===== config.mk =====
export PLATFORM = sky130hd
export DESIGN_NAME = pgdram_ctrl
export DESIGN_NICKNAME = d
export VERILOG_FILES = /design/src/rtl/pgdram_pkg.sv /design/src/rtl/dram_cells.sv /design/src/rtl/refresh_timer.sv /design/src/rtl/pgdram_ctrl.sv
export SDC_FILE = /design/constraint.sdc
export NUM_CORES = 1
export LEC_CHECK = 0
export ABC_CLOCK_PERIOD_IN_PS = 7800
export BUFFER_PORTS_ARGS = -buffer_cell sky130_fd_sc_hd__buf_2
export CAP_MARGIN = 20
export CELL_PAD_IN_SITES_DETAIL_PLACEMENT = 0
export CELL_PAD_IN_SITES_GLOBAL_PLACEMENT = 2
export CORE_MARGIN = 3
export CORE_UTILIZATION = 45
export CTS_BUF_LIST = sky130_fd_sc_hd__clkbuf_8
export DETAILED_ROUTE_END_ITERATION = 6
export GPL_ROUTABILITY_DRIVEN = 1
export GPL_TIMING_DRIVEN = 0
export PLACE_DENSITY_LB_ADDON = 0.1
export SYNTH_ARGS = -nofsm -noshare
export SYNTH_HDL_FRONTEND = slang
export SYNTH_HIERARCHICAL = 1
export SYNTH_SLANG_ARGS = --single-unit

===== constraint.sdc =====
create_clock -name clk_i -period 7.8 [get_ports clk_i]
set_clock_uncertainty 0.2 [all_clocks]
set_input_delay 0.39 -clock clk_i [delete_from_list [all_inputs] [get_ports clk_i]]
set_output_delay 0.39 -clock clk_i [all_outputs]
set_load 0.01 [all_outputs]

===== src/rtl/pgdram_pkg.sv =====
package pgdram_pkg;
  typedef enum logic [2:0] {
    ST_IDLE,
    ST_PRE,
    ST_ACT,
    ST_COL,
    ST_REF
  } ctrl_state_e;
endpackage


===== src/rtl/dram_cells.sv =====
module dram_cells #(
  parameter int unsigned NROW  = 4,
  parameter int unsigned ROW_W = 32
) (
  input  logic                    clk_i,
  input  logic                    rst_ni,
  input  logic [$clog2(NROW)-1:0] rd_row_i,
  output logic [ROW_W-1:0]        rd_data_o,
  input  logic                    wr_en_i,
  input  logic [$clog2(NROW)-1:0] wr_row_i,
  input  logic [ROW_W-1:0]        wr_data_i
);
  logic [ROW_W-1:0] mem_q [NROW];

  always_ff @(posedge clk_i or negedge rst_ni) begin
    if (!rst_ni) begin
      for (int i = 0; i < int'(NROW); i++) mem_q[i] <= '0;
    end else if (wr_en_i) begin
      mem_q[wr_row_i] <= wr_data_i;
    end
  end

  assign rd_data_o = mem_q[rd_row_i];
endmodule


===== src/rtl/refresh_timer.sv =====
module refresh_timer #(
  parameter int unsigned REF_CYCLES = 64
) (
  input  logic clk_i,
  input  logic rst_ni,
  input  logic ack_i,
  output logic due_o
);
  localparam int unsigned CNT_W = $clog2(REF_CYCLES);
  // the idle period is the count span plus the due cycle plus the refresh cycle
  localparam logic [CNT_W-1:0] LIMIT = CNT_W'(REF_CYCLES - 2);

  logic [CNT_W-1:0] cnt_q;

  always_ff @(posedge clk_i or negedge rst_ni) begin
    if (!rst_ni)           cnt_q <= '0;
    else if (ack_i)        cnt_q <= '0;
    else if (cnt_q != LIMIT) cnt_q <= cnt_q + 1'b1;
  end

  assign due_o = (cnt_q == LIMIT);

  AST_ACK_ONLY_WHEN_DUE: assert property (@(posedge clk_i) disable iff (!rst_ni)
    ack_i |-> due_o);
endmodule


===== src/rtl/pgdram_ctrl.sv =====
module pgdram_ctrl
  import pgdram_pkg::*;
#(
  parameter int unsigned DATA_W     = 8,
  parameter int unsigned RC_BITS    = 2,
  parameter int unsigned REF_CYCLES = 64
) (
  input  logic                   clk_i,
  input  logic                   rst_ni,
  input  logic                   req_valid_i,
  output logic                   req_ready_o,
  input  logic                   req_we_i,
  input  logic [2*RC_BITS-1:0]   req_addr_i,
  input  logic [DATA_W-1:0]      req_wdata_i,
  output logic                   rsp_valid_o,
  output logic [DATA_W-1:0]      rsp_rdata_o,
  output logic                   ras_o,
  output logic                   cas_o,
  output logic [RC_BITS-1:0]     dram_addr_o
);
  localparam int unsigned NCOL  = 1 << RC_BITS;
  localparam int unsigned NROW  = NCOL;
  localparam int unsigned ROW_W = NCOL * DATA_W;

  ctrl_state_e state_q, state_d;

  logic                           row_open_q, pend_q;
  logic [RC_BITS-1:0]             open_row_q, row_q, col_q, ref_row_q;
  logic                           we_q;
  logic [DATA_W-1:0]              wdata_q;
  logic [NCOL-1:0][DATA_W-1:0]    buf_q;
  logic                           rsp_valid_q;
  logic [DATA_W-1:0]              rsp_rdata_q;

  logic               ref_due, ref_ack, accept, hit;
  logic [RC_BITS-1:0] req_row, req_col, arr_rd_row, arr_wr_row;
  logic [ROW_W-1:0]   arr_rd_data, arr_wr_data;
  logic               arr_wr_en;

  assign req_row = req_addr_i[2*RC_BITS-1:RC_BITS];
  assign req_col = req_addr_i[RC_BITS-1:0];

  assign req_ready_o = (state_q == ST_IDLE) && !ref_due;
  assign accept      = req_valid_i && req_ready_o;
  assign hit         = row_open_q && (open_row_q == req_row);
  assign ref_ack     = (state_q == ST_REF);

  refresh_timer #(.REF_CYCLES(REF_CYCLES)) u_timer (
    .clk_i (clk_i),
    .rst_ni(rst_ni),
    .ack_i (ref_ack),
    .due_o (ref_due)
  );

  // refresh rewrites the row it reads; precharge stores the buffer
  assign arr_rd_row  = (state_q == ST_REF) ? ref_row_q : row_q;
  assign arr_wr_en   = (state_q == ST_PRE) || (state_q == ST_REF);
  assign arr_wr_row  = (state_q == ST_PRE) ? open_row_q : ref_row_q;
  assign arr_wr_data = (state_q == ST_PRE) ? ROW_W'(buf_q) : arr_rd_data;

  dram_cells #(.NROW(NROW), .ROW_W(ROW_W)) u_cells (
    .clk_i    (clk_i),
    .rst_ni   (rst_ni),
    .rd_row_i (arr_rd_row),
    .rd_data_o(arr_rd_data),
    .wr_en_i  (arr_wr_en),
    .wr_row_i (arr_wr_row),
    .wr_data_i(arr_wr_data)
  );

  always_comb begin
    state_d = state_q;
    unique case (state_q)
      ST_IDLE: begin
        if (ref_due)     state_d = row_open_q ? ST_PRE : ST_REF;
        else if (accept) state_d = hit ? ST_COL : (row_open_q ? ST_PRE : ST_ACT);
      end
      ST_PRE:  state_d = pend_q ? ST_ACT : ST_REF;
      ST_ACT:  state_d = ST_COL;
      ST_COL:  state_d = ST_IDLE;
      ST_REF:  state_d = ST_IDLE;
      default: state_d = ST_IDLE;
    endcase
  end

  always_ff @(posedge clk_i or negedge rst_ni) begin
    if (!rst_ni) begin
      state_q     <= ST_IDLE;
      row_open_q  <= 1'b0;
      pend_q      <= 1'b0;
      open_row_q  <= '0;
      row_q       <= '0;
      col_q       <= '0;
      ref_row_q   <= '0;
      we_q        <= 1'b0;
      wdata_q     <= '0;
      buf_q       <= '0;
      rsp_valid_q <= 1'b0;
      rsp_rdata_q <= '0;
    end else begin
      state_q     <= state_d;
      rsp_valid_q <= 1'b0;
      if (accept) begin
        pend_q  <= 1'b1;
        we_q    <= req_we_i;
        row_q   <= req_row;
        col_q   <= req_col;
        wdata_q <= req_wdata_i;
      end
      unique case (state_q)
        ST_PRE: row_open_q <= 1'b0;
        ST_ACT: begin
          buf_q      <= arr_rd_data;
          row_open_q <= 1'b1;
          open_row_q <= row_q;
        end
        ST_COL: begin
          pend_q <= 1'b0;
          if (we_q) begin
            buf_q[col_q] <= wdata_q;
          end else begin
            rsp_valid_q <= 1'b1;
            rsp_rdata_q <= buf_q[col_q];
          end
        end
        ST_REF:  ref_row_q <= ref_row_q + 1'b1;
        default: ;
      endcase
    end
  end

  always_comb begin
    ras_o       = (state_q == ST_ACT) || (state_q == ST_REF);
    cas_o       = (state_q == ST_COL);
    dram_addr_o = '0;
    if (state_q == ST_REF)      dram_addr_o = ref_row_q;
    else if (state_q == ST_ACT) dram_addr_o = row_q;
    else if (state_q == ST_COL) dram_addr_o = col_q;
  end

  assign rsp_valid_o = rsp_valid_q;
  assign rsp_rdata_o = rsp_rdata_q;

  AST_STROBE_EXCL: assert property (@(posedge clk_i) disable iff (!rst_ni)
    !(ras_o && cas_o));
  AST_CAS_NEEDS_OPEN_ROW: assert property (@(posedge clk_i) disable iff (!rst_ni)
    cas_o |-> row_open_q);
  AST_DUE_BLOCKS_REQ: assert property (@(posedge clk_i) disable iff (!rst_ni)
    ref_due |-> !req_ready_o);
  AST_REF_ROW_CLOSED: assert property (@(posedge clk_i) disable iff (!rst_ni)
    ref_ack |-> !row_open_q);
  AST_RSP_SINGLE_PULSE: assert property (@(posedge clk_i) disable iff (!rst_ni)
    rsp_valid_o |=> !rsp_valid_o);
endmodule


* Word-level counts from Yosys, hierarchy flattened
Index checks and enable logic that the tools add are counted.
W data, S select, Z words.
** Word-level totals
- Output and inout bits :: 14
- Memory bits (read-only) :: 0
- Memories kept :: 0
- Bits in writable memories :: 0
- Logic and storage cells :: 87
- Flip-flop bits (word level) :: 197
- Latch bits :: 0
** Operators by class
- Mux-type cells :: 33
- Order comparisons :: 5
- Div/mod/pow operators :: 0
- Bitwise logic cells :: 3
- Add/sub/neg operators :: 2
- Equal/unequal tests :: 9
- Shift-type cells :: 0
- Multipliers :: 0
- Reduce and logical (&&, ||, !) cells :: 15
** Operators by type and width (number)
- $mux W32 :: 5
- $bwmux W128 :: 1
- $bmux W32 S2 :: 1
- $demux W32 S2 :: 1
- $pmux W32 S2 :: 1
- $bwmux W32 :: 1
- $bmux W8 S2 :: 1
- $demux W8 S2 :: 1
- $mux W8 :: 2
- $mux W2 :: 7
- $mux W3 :: 4
- $mux W6 :: 2
- $pmux W3 S3 :: 1
- $reduce_bool A2 Y1 :: 4
- $add A6 B1 Y6 const B :: 1
- $eq A3 B2 Y1 const B :: 2
- $eq A6 B6 Y1 const B :: 1
- $ge A3 B3 Y1 const B :: 2
- $ne A6 B6 Y1 const B :: 1
- $not A2 Y3 :: 2
- $logic_and A1 B1 Y1 :: 5
- $mux W1 :: 4
- $reduce_and A2 Y1 :: 2
- $eq A3 B1 Y1 const B :: 1
- other kinds (13) :: 14

* Logic depth before layout (Yosys ltp)
- Depth in word-level cells :: 8
- Gate-level depth with buffers :: 9
- Mapped depth without buffers :: 7

* By module
Netlist, hierarchy kept.
** By module, submodules not included
- dram_cells :: cells an instance 311, area each 5504.0 um2, instances 1, sequential area each 3203.1 um2
- pgdram_ctrl :: cells an instance 297, area each 4106.4 um2, instances 1, sequential area each 1576.5 um2
- refresh_timer :: cells an instance 33, area each 337.8 um2, instances 1, sequential area each 150.1 um2

* Worst setup path after synthesis
Ideal clock, no wire load.
- Path kind :: reg2reg
- Start :: register state_q[2]
- End :: register u_cells/mem_q[100] in the netlist's numbering
- Required time :: 7.475 ns
- Arrival time :: 2.784 ns
- Cell stages (with the launch flop) :: 10
- Slack :: 4.691 ns
- Cell sequence :: dfrtp_1 buf_2 nor3b_2 nand2_1 o21ai_0 buf_2 buf_4 mux4_2 mux2_1 mux2_2
** On the way
- Longest elaborated chain between the ends :: 8
** RTL lines
- start, declared :: RTL line pgdram_ctrl.sv:25 : ctrl_state_e state_q, state_d;
- start signal, assigned :: RTL line pgdram_ctrl.sv:101 : state_q <= state_d;
- $eq A3 B3 Y1
- via ref_ack :: RTL line pgdram_ctrl.sv:35 : logic ref_due, ref_ack, accept, hit;
- $mux W2 :: RTL line pgdram_ctrl.sv:56 : assign arr_rd_row = (state_q == ST_REF) ? ref_row_q : row_q;
- via arr_rd_row[0] :: RTL line pgdram_ctrl.sv:36 : logic [RC_BITS-1:0] req_row, req_col, arr_rd_row, arr_wr_row;
- $not A2 Y3 (implied by the code) :: RTL line dram_cells.sv:23 : assign rd_data_o = mem_q[rd_row_i];
- $bmux W32 S2 :: RTL line dram_cells.sv:23
- $mux W32 (implied by the code) (2 in a row) :: RTL line dram_cells.sv:23
- via arr_rd_data[4] :: RTL line pgdram_ctrl.sv:37 : logic [ROW_W-1:0] arr_rd_data, arr_wr_data;
- $mux W32 :: RTL line pgdram_ctrl.sv:59 : assign arr_wr_data = (state_q == ST_PRE) ? ROW_W'(buf_q) : arr_rd_data;
- via arr_wr_data[4] :: RTL line pgdram_ctrl.sv:37
- $bwmux W128 :: RTL line dram_cells.sv:19 : mem_q[wr_row_i] <= wr_data_i;
- end signal, assigned by index :: RTL line dram_cells.sv:19
- end, declared :: RTL line dram_cells.sv:13 : logic [ROW_W-1:0] mem_q [NROW];
The timed path passes the listed nets, and every way through them passes these cells. The select of a mux whose other input is x is not followed.
A chain may end at the register's enable or synchronous reset.

* Worst setup path after layout
Ends and elaborated chain as after synthesis.

==> flow_metrics.py <==
metrics = {
    "worst_setup_path": {
        "crit_start": "state_q[2]",
        "r2r_cells": 7,
        "start_kind": "flip-flop",
        "r2r-start": "state_q[2]",
        "cpMaxStageDelayCell": "nor3b_2",
        "worstPathArrival_ps": 3950,
        "endpoint_kind": "flip-flop",
        "critPathMaxFanout": 12,
        "crit_chain": "buf_2 -> nor3b_2 -> mux2_2 -> buf_1 -> mux4_2 -> mux2_1 -> mux2_2",
        "crit_type": "reg -> reg",
        "crit_required_ps": 7970,
        "worst_path_largest_cell_delay_ps": 730,
        "reg2reg_slack_ps": 4010,
        "r2r-end": "u_cells/mem_q[100]",
        "path_common_cell": "mux2_2",
    },
    "die": {
        "placeableCoreArea_um2": 21400,
        "dieArea_um2": 23900,
        "dieWidth_um": 155,
        "fp.dieH_um": 155,
        "initial_core_util_pct": 46.6,
        "io_pins": 30,
        "rows": 53,
    },
    "timing": {
        "rsz0062_at_grt": "false",
        "worst_pin_slew_ps": 830,
        "setup_ws_ps": 4010,
        "slew_violations": 0,
        "fin_crit_ps": 3790,
        "hold_violations": 0,
        "tns_ps": 0,
        "setup_violations": 0,
        "maxSlewHeadroom_pct": 44.4,
        "timing.fmax_mhz": 264,
        "fin_crit_sh_pct": 48.5,
    },
    "power": {
        "vdd_drop_max_uv": 141,
        "powerDensity_nw_per_um2": 342,
        "leakage_nw": 5.29,
        "total_power_mw": 3.76,
    },
    "clock_network": {
        "cts_setup_buffers": 0,
        "cts_resized": 0,
        "root_buffer": "clkbuf_8",
        "cts_sinks": 197,
        "cts_buffer_depth": 2,
        "cts_tree": "yes",
        "clk_latency_ps": 490,
        "clkTransAtPathRegs_ps": 120,
        "hold_buffers": 14,
        "h-tree-depth": 4,
        "cts_made_buffers": 17,
    },
    "logic_synthesis": {
        "async_reset_ff_share_pct": 100,
        "synth-edff-count": 0,
        "avgSynthCellArea_um2": 15.5,
        "syn_inst": 641,
        "yosysUniqueCellTypes": 48,
        "synth_warnings": 6,
        "synthesis.area_um2": 9950,
        "synth_nets": 659,
        "ys_seq_elements": 197,
        "yosys_most_used_dff": "dfrtp_1",
        "synth-seq-area-share_pct": 49.6,
    },
    "global_route": {
        "grt_max_degree": 104,
        "antenna_found_initial": 0,
        "grt_first_pass_wirelength_um": 36900,
        "grt_overflow": 0,
        "grt_usage_pct": 20.2,
        "grt_pass1_vias": 6225,
    },
    "final_layout": {
        "fill_cells": 1808,
        "design_area_um2": 11000,
        "syn2layout_area_growth_pct": 10.4,
        "nets": 722,
        "layout_common_cells": "dfrtp_1, mux2_2, mux2_4",
        "final_common_cell": "dfrtp_1",
        "drive_above_1_share_pct": 55.2,
    },
    "min_path": {
        "hold_path_end": "state_q[0]",
        "hold_start": "req_valid_i",
        "min_path_cells": 3,
        "hp-class": "in -> reg",
    },
    "placement": {
        "place_ws_ps": 3990,
        "placed_area_um2": 10500,
        "hpwlAfterDp_um": 16100,
        "io_buffers": 29,
        "place.gp.congestion": 0.795,
    },
    "detailed_routing": {
        "vias_per_cell": 5.72,
        "dr.pass1.iters": 5,
        "wl_per_cell_um": 23.3,
        "drc_errors": 0,
        "vias": 5674,
        "drtAntennaViolNets": 0,
        "dr.first_iter.drc_count": 246,
        "wl_um": 23100,
    },
    "run_status": {
        "status": "complete, no violations",
    },
    "job": {
        "max_cap_viol_count": 0,
    },
}
per-layer routing:
metal,part of all wire [%],vias up,track usage (%)
met4,1.1,0,4.42
met2,49,83,33.1
met5,0,-,0
met3,3.9,18,3.86
li1,-,2518,-
met1,46,3055,28.3
worst max path at each step:
stage,endpoint,slack [ps],depth (start not counted)
6_report,u_cells/mem_q[100],4010,7
3_3_place_gp,u_cells/mem_q[49],2990,1
3_5_place_dp,u_cells/mem_q[68],3990,7
2_1_floorplan,u_cells/mem_q[100],4690,9
4_1_cts,u_cells/mem_q[68],3960,7
5_1_grt,u_cells/mem_q[70],3830,7
Yosys cell counts (all sizes together) (3+ instances only):
library cell | instances | area [µm²]
nand2 | 5 | 21.3
and3 | 9 | 61.3
a21oi | 6 | 75.1
dfrtp | 197 | 4930
nor3b | 13 | 124
inv | 5 | 18.8
buf | 36 | 235
nand3b | 5 | 37.5
nor3 | 4 | 25.0
nor2 | 3 | 11.3
xnor2 | 3 | 26.3
nand3 | 5 | 30.0
nor2b | 3 | 18.8
mux4 | 40 | 901
and3b | 17 | 149
o21ai | 9 | 45.0
mux2 | 250 | 3010
a31oi | 5 | 31.3
clkbuf | 7 | 26.3
state kept, by name (all words and copies together) (netlist names):
| name | count |
|---|---|
| rsp_valid_o | 1 |
| rsp_rdata_o | 8 |
| row_q | 2 |
| u_timer/cnt_q | 6 |
| we_q | 1 |
| wdata_q | 8 |
| state_q | 3 |
| ref_row_q | 2 |
| u_cells/mem_q | 128 |
| row_open_q | 1 |
| open_row_q | 2 |
| buf_q | 32 |
| col_q | 2 |
| pend_q | 1 |
power by group:
part | internal [mW] | leakage (nW) | switching [mW]
Combinational | 0.813 | 2.42 | 0.824
Sequential | 1.27 | 2.69 | 0.226
Clock | 0.238 | 0.186 | 0.392
Total | 2.32 | 5.29 | 1.44
worst max-delay path: cells and delay by family, from the launching register on:
family        cells  cell delay [ps]
flops             1              360
buf+inv           2              860
mux               4             1520
simple gates      1              730
through the flow:
stage	utilization, %	hold WS, ps	cells
6_report	51.4	78.0	992
5_1_grt	51.4	71.7	991
4_1_cts	51.4	52.8	991
3_5_place_dp	49.1	252	946
3_3_place_gp	48.9	263	945
2_1_floorplan	-	-106	641
final cells by class:
type,instances,area (µm²),area share [%]
sequential,197,4930,44.9
inverter,5,18.8,0.171
clock inverter,13,118,1.07
buffer,43,262,2.38
antenna,1,2.50,0.0228
tap,275,344,3.13
timing repair buffer,44,323,2.94
clock buffer,18,248,2.26
multi-input combinational,396,4740,43.1
kinds of logic after synthesis:
kind of cell | count (synthesis) | synth area share, %
xor gates and xnor gates | 4 | 0.352
adders and majority gates | 2 | 0.252
buffers and inverters | 48 | 2.82
AOI/OAI and AO/OA | 30 | 2.30
and+or+nand+nor | 70 | 5.41
muxes | 290 | 39.3
DFF | 197 | 49.6
No activity file was read; power rests on OpenSTA's default activity.
